<file path="src/rtl/timebase_pkg.sv">
package timebase_pkg;

    localparam int ADDR_W = 3;

    typedef enum logic [ADDR_W-1:0] {
        W_LO_SNAP = 3'd0,
        W_HI_HELD = 3'd1,
        W_LO_STAGE = 3'd2,
        W_HI_LOAD = 3'd3,
        W_LO_LIVE = 3'd4,
        W_HI_LIVE = 3'd5,
        W_CONTROL = 3'd6,
        W_LOCK = 3'd7
    } word_sel_e;

    localparam int CTL_SRC_BIT = 0;
    localparam int CTL_PAUSE_BIT = 1;
    localparam int CTL_DBG_LSB = 2;
    localparam int LOCK_BIT = 0;

endpackage

</file>
<file path="src/rtl/timebase_step.sv">
module timebase_step #(
    parameter int DBG_N = 2
) (
    input  logic             tick,
    input  logic             src_clk,
    input  logic             pause,
    input  logic [DBG_N-1:0] dbg_en,
    input  logic [DBG_N-1:0] dbg_halt,
    output logic             advance
);
    logic [DBG_N-1:0] halt_hit;
    logic             step_src;

    genvar gi;
    generate
        for (gi = 0; gi < DBG_N; gi++) begin : g_port
            assign halt_hit[gi] = dbg_en[gi] & dbg_halt[gi];
        end
    endgenerate

    always_comb begin
        step_src = src_clk ? 1'b1 : tick;
        advance  = step_src & ~pause & ~(|halt_hit);
    end
endmodule

</file>
<file path="src/rtl/timebase_ctrl.sv">
module timebase_ctrl
    import timebase_pkg::*;
#(
    parameter int WORD_W = 32,
    parameter int DBG_N  = 2
) (
    input  logic              clk,
    input  logic              rst,
    input  logic              wr_en,
    input  logic [ADDR_W-1:0] addr,
    input  logic [WORD_W-1:0] wr_data,
    output logic              src_clk,
    output logic              pause,
    output logic [DBG_N-1:0]  dbg_en,
    output logic              locked,
    output logic [WORD_W-1:0] stage_lo,
    output logic              commit
);
    typedef struct packed {
        logic              src;
        logic              pause;
        logic [DBG_N-1:0]  dbg_en;
        logic              lock;
        logic [WORD_W-1:0] stage;
    } ctl_state_t;

    ctl_state_t st_d, st_q;
    logic       wr_ok;

    always_comb begin
        st_d   = st_q;
        wr_ok  = wr_en & ~st_q.lock;
        commit = 1'b0;
        if (wr_ok) begin
            case (addr)
                W_LO_STAGE: st_d.stage = wr_data;
                W_HI_LOAD:  commit = 1'b1;
                W_CONTROL: begin
                    st_d.src    = wr_data[CTL_SRC_BIT];
                    st_d.pause  = wr_data[CTL_PAUSE_BIT];
                    st_d.dbg_en = wr_data[CTL_DBG_LSB +: DBG_N];
                end
                W_LOCK: begin
                    if (wr_data[LOCK_BIT]) st_d.lock = 1'b1;
                end
                default: ;
            endcase
        end
    end

    always_ff @(posedge clk) begin
        if (rst) begin
            st_q.src    <= 1'b0;
            st_q.pause  <= 1'b0;
            st_q.dbg_en <= '1;
            st_q.lock   <= 1'b0;
            st_q.stage  <= '0;
        end else begin
            st_q <= st_d;
        end
    end

    assign src_clk  = st_q.src;
    assign pause    = st_q.pause;
    assign dbg_en   = st_q.dbg_en;
    assign locked   = st_q.lock;
    assign stage_lo = st_q.stage;
endmodule

</file>
<file path="src/rtl/timebase_core.sv">
module timebase_core #(
    parameter int WORD_W = 32,
    localparam int TIME_W = 2 * WORD_W
) (
    input  logic              clk,
    input  logic              rst,
    input  logic              advance,
    input  logic              commit,
    input  logic [TIME_W-1:0] commit_val,
    input  logic              snap_req,
    output logic [TIME_W-1:0] count,
    output logic [WORD_W-1:0] hi_latch
);
    typedef struct packed {
        logic [TIME_W-1:0] cnt;
        logic [WORD_W-1:0] held;
    } core_state_t;

    core_state_t st_d, st_q;

    always_comb begin
        st_d = st_q;
        if (commit) begin
            st_d.cnt = commit_val;
        end else if (advance) begin
            st_d.cnt = st_q.cnt + TIME_W'(1);
        end
        if (snap_req) begin
            st_d.held = st_q.cnt[TIME_W-1:WORD_W];
        end
    end

    always_ff @(posedge clk) begin
        if (rst) begin
            st_q <= '0;
        end else begin
            st_q <= st_d;
        end
    end

    assign count    = st_q.cnt;
    assign hi_latch = st_q.held;
endmodule

</file>
<file path="src/rtl/timebase64.sv">
module timebase64
    import timebase_pkg::*;
#(
    parameter int WORD_W = 32,
    parameter int DBG_N  = 2
) (
    input  logic              clk,
    input  logic              rst,
    input  logic              tick,
    input  logic [DBG_N-1:0]  dbg_halt,
    input  logic [2:0]        addr,
    input  logic              wr_en,
    input  logic [WORD_W-1:0] wr_data,
    input  logic              rd_en,
    output logic [WORD_W-1:0] rd_data
);
    localparam int TIME_W = 2 * WORD_W;
    localparam int CTL_W  = CTL_DBG_LSB + DBG_N;

    logic              src_clk;
    logic              pause;
    logic [DBG_N-1:0]  dbg_en;
    logic              locked;
    logic [WORD_W-1:0] stage_lo;
    logic              commit;
    logic              advance;
    logic              snap_req;
    logic [TIME_W-1:0] count;
    logic [WORD_W-1:0] hi_latch;
    logic [CTL_W-1:0]  ctl_word;

    logic [WORD_W-1:0] rd_d, rd_q;

    timebase_ctrl #(.WORD_W(WORD_W), .DBG_N(DBG_N)) u_ctrl (
        .clk(clk), .rst(rst), .wr_en(wr_en), .addr(addr), .wr_data(wr_data),
        .src_clk(src_clk), .pause(pause), .dbg_en(dbg_en), .locked(locked),
        .stage_lo(stage_lo), .commit(commit)
    );

    timebase_step #(.DBG_N(DBG_N)) u_step (
        .tick(tick), .src_clk(src_clk), .pause(pause), .dbg_en(dbg_en),
        .dbg_halt(dbg_halt), .advance(advance)
    );

    timebase_core #(.WORD_W(WORD_W)) u_core (
        .clk(clk), .rst(rst), .advance(advance), .commit(commit),
        .commit_val({wr_data, stage_lo}), .snap_req(snap_req),
        .count(count), .hi_latch(hi_latch)
    );

    always_comb begin
        snap_req = rd_en && (addr == W_LO_SNAP);
        ctl_word = '0;
        ctl_word[CTL_SRC_BIT] = src_clk;
        ctl_word[CTL_PAUSE_BIT] = pause;
        ctl_word[CTL_DBG_LSB +: DBG_N] = dbg_en;
        rd_d = rd_q;
        if (rd_en) begin
            case (addr)
                W_LO_SNAP: rd_d = count[WORD_W-1:0];
                W_HI_HELD: rd_d = hi_latch;
                W_LO_LIVE: rd_d = count[WORD_W-1:0];
                W_HI_LIVE: rd_d = count[TIME_W-1:WORD_W];
                W_CONTROL: rd_d = WORD_W'(ctl_word);
                W_LOCK:    rd_d = WORD_W'(locked);
                default:   rd_d = '0;
            endcase
        end
    end

    always_ff @(posedge clk) begin
        if (rst) begin
            rd_q <= '0;
        end else begin
            rd_q <= rd_d;
        end
    end

    assign rd_data = rd_q;
endmodule

</file>
<file path="config.mk">
export PLATFORM = sky130hd
export DESIGN_NAME = timebase64
export DESIGN_NICKNAME = d
export VERILOG_FILES = /design/src/rtl/timebase_pkg.sv /design/src/rtl/timebase_step.sv /design/src/rtl/timebase_ctrl.sv /design/src/rtl/timebase_core.sv /design/src/rtl/timebase64.sv
export SDC_FILE = /design/constraint.sdc
export NUM_CORES = 1
export LEC_CHECK = 0
export ABC_AREA = 1
export BUFFER_PORTS_ARGS = -buffer_cell sky130_fd_sc_hd__buf_2
export CAP_MARGIN = 20
export CORE_MARGIN = 5
export CORE_UTILIZATION = 45
export CTS_BUF_LIST = sky130_fd_sc_hd__clkbuf_8
export CTS_CLUSTER_SIZE = 28
export DETAILED_ROUTE_END_ITERATION = 10
export PLACE_DENSITY = 0.66
export SLEW_MARGIN = 25
export SYNTH_ARGS = -nofsm -noshare
export SYNTH_HDL_FRONTEND = slang
export SYNTH_HIERARCHICAL = 1
export SYNTH_SLANG_ARGS = --single-unit
</file>
<file path="constraint.sdc">
create_clock -name clk -period 1.7 [get_ports clk]
set_input_delay 0.085 -clock clk [delete_from_list [all_inputs] [get_ports clk]]
set_output_delay 0.085 -clock clk [all_outputs]
set_load 0.01 [all_outputs]
</file>
==> results.md <==
* RSZ-0062 raised after global routing: true
* Slew margin rel. at 45.6%
* PortBufs at 73
* Clk slew on worst S/H paths at 0.10 ns
* Site row count at 52
* DP HPWL at 24800 um
* Core ar. at 20100 um^2
* I/O pin count at 74
* Layout area overhead at 29.3%
* CP Cell Sequence: buf_4, nand2_2, nor2_8, nand2_4, nor2_1, nand2_2, nor2_1, nand2_1, nand3_1, a21oi_1
* Final Core Density at 58.6%
* Max Freq at 597 MHz
* Register bit count reported by yosys at 165
* Global-route wire length before repair at 52400 um
* Delay-heaviest family, CP: simple AND/OR/NAND/NOR gates
* Post-DRT Antenna Nets at 0
* Worst vdd ir at 0.000433 V
* TritonCTS clock tree: yes
* CTS Buffer Depth at 2
* DRC at 0
* Via/cell ratio at 5.46
* Clock root cell: clkbuf_8
* Die ar. at 23200 um^2
* Net Count, Synth at 1408
* CP max stage delay at 0.36 ns
* Vias in the first global route at 9203
* Crit path kind: reg -> reg
* Placer Congestion at 1.01
* Setup Viol. Count Final at 0
* First DRT Iteration DRCs at 1155
* Cell variety after synth at 38
* Hold Crit Class: in -> reg
* Critical Path Start Type: flip-flop
* Worst Path Buf+Inv at 1
* Period Utilization, post-route at 98.6%
* Total power at 8.14 mW
* Min cycle time layout at 1.68 ns
* Mapped Cells at 1365
* Cell Area, Placed at 10700 um^2
* Routed len/inst at 18.1 um
* Most common cell after layout, fill and taps aside: nand2_1
* Syn_area_per_cell at 6.68 um^2
* Worst-Skew Late Latency at 0.47 ns
* Largest net degree at the start of global routing at 72
* Critical Path Fanout Max at 6
* Worst-case clock skew at 0.0145 ns
* Gr usage total at 28.2%
* Slew @ Worst Pin at 0.814 ns
* Crit path arrival time at 2.02 ns
* Final net count at 1614
* Syn. warnings at 6
* Grt ovf at 0
* Initial antenna violation count at 0
* Seq/Total Area, Yosys at 36.2%
* PD cells at 690 nW/um^2
* Critical Path RT at 2.05 ns
* Final hold viol count at 0
* DR vias at 10100
* Layout cells sized above 1 at 25.2%
* Final Cell Area at 11800 um^2
* Die Y at 152 um
* H-Tree Depth at 4
* Most frequent cells in the layout: nand2_1, nor2_1, buf_4
* Num CTS Buffers at 17
* CP endpoint kind: flip-flop
* Max cap viols at 0
* Initial DRT Pass Iterations at 6
* # fillers at 1945
* Synthesized cell area at 9120 um^2
* Slew Limit Fails at 0
* Final wirelength at 33700 um
* Max stage delay cell, worst path: dfxtp_2
* Pleak at 4.68 nW
* Starting Density at 45.4%
* Sink Count at 165
* Outcome: completed
* Die X at 152 um
[metrics by stage]
stage          hold WS (ns)  TNS (ns)  setup WS [ns]  std cells
2_1_floorplan         0.154         0          0.126       1365
3_3_place_gp          0.407    -0.271         -0.151       1786
3_5_place_dp          0.407   -0.0755        -0.0516       1786
4_1_cts              0.0592         0        0.00174       1851
5_1_grt               0.114    -0.613         -0.104       1854
6_report             0.0892         0         0.0243       1855
[cell type report]
cell class | instances | area [um^2] | share of cell area (%)
well taps | 270 | 338 | 2.87
repair buffers | 263 | 2020 | 17.1
diodes | 1 | 2.50 | 0.0212
clock inverters | 15 | 213 | 1.80
clock buffers | 17 | 234 | 1.99
inverters | 68 | 263 | 2.23
multi-input cells | 1056 | 5360 | 45.5
flip-flops and latches | 165 | 3360 | 28.5
[layer usage]
metal / GRT usage [%] / wire (um) / vias up
met4: 6.59 / 527 / 0
met5: 0 / 0 / -
met3: 5.28 / 2660 / 35
li1: - / - / 4932
met1: 40.9 / 15500 / 4788
met2: 43.5 / 15000 / 371
[what timing repair did]
item / 4_1_cts / 5_1_grt
hold buffers: 33 / 0
endpoints found under the setup margin: 11 / 58
pin swaps: 0 / 27
resized for setup: 10 / 83
hold endpoints to repair: 60 / 0
setup buffers: 0 / 4
[cell usage after synthesis (all sizes together)]
cell type / count / area share, %
a21o: 1 / 0.082
a21oi: 106 / 5.8
a22oi: 47 / 3.9
a31oi: 11 / 0.75
buf: 38 / 2.8
clkbuf: 38 / 1.6
clkinv: 2 / 0.14
dfxtp: 165 / 36
ha: 1 / 0.14
inv: 66 / 2.7
nand2: 398 / 17
nand3: 85 / 4.7
nand3b: 34 / 2.9
nand4: 49 / 3.4
nor2: 231 / 11
nor3: 1 / 0.055
nor4: 1 / 0.069
o211ai: 1 / 0.082
o21ai: 50 / 2.7
o21bai: 11 / 0.99
or2: 1 / 0.069
xnor2: 18 / 1.7
xor2: 10 / 0.96
[power breakdown]
| group | internal [mW] | switching, mW | leakage [nW] |
|---|---|---|---|
| Clock | 1.64 | 1.64 | 0.220 |
| Combinational | 0.318 | 0.526 | 3.11 |
| Sequential | 3.94 | 0.0706 | 1.35 |
| Total | 5.90 | 2.24 | 4.68 |
[flip-flops by register name, indices dropped and copies added, names as in the netlist]
name / flops
u_core/count: 64
rd_data: 32
u_core/hi_latch: 32
u_ctrl/locked: 1
u_ctrl/stage_lo: 32
u_ctrl/pause: 1
u_ctrl/src_clk: 1
u_ctrl/dbg_en: 2
[worst min-delay path: stages]
cell     delay [ns]
buf_2          0.15
inv_1          0.10
nor2_1         0.05
nand3_1        0.06
a21oi_1        0.05
[path summary, 6_finish.rpt]
check,startpoint,endpoint,slack [ns],depth (start not counted)
setup / recovery,u_core/count[1]$_SDFFE_PP0P_,u_core/count[59]$_SDFFE_PP0P_,0.02,10
hold / removal,addr[2],u_ctrl/locked$_SDFFE_PP0P_,0.09,5
setup reg to reg,u_core/count[1]$_SDFFE_PP0P_,u_core/count[59]$_SDFFE_PP0P_,0.02,10
hold reg to reg,rd_data[10]$_SDFFE_PP0P_,rd_data[10]$_SDFFE_PP0P_,0.46,2
[cells by family (layout without fill, tap and decap cells)]
kind of cell / count (synthesis) / count (layout) / share of synthesized area [%]
buffers and inverters: 144 / 363 / 7.26
other: 0 / 1 / 0
flip-flops: 165 / 165 / 36.2
adder cells (fa/ha/maj): 1 / 1 / 0.137
XOR/XNOR: 28 / 28 / 2.69
AO/OA/AOI/OAI: 227 / 227 / 14.3
AND/OR/NAND/NOR: 800 / 800 / 39.3
Note: power is estimated with default switching activity, not from simulation.
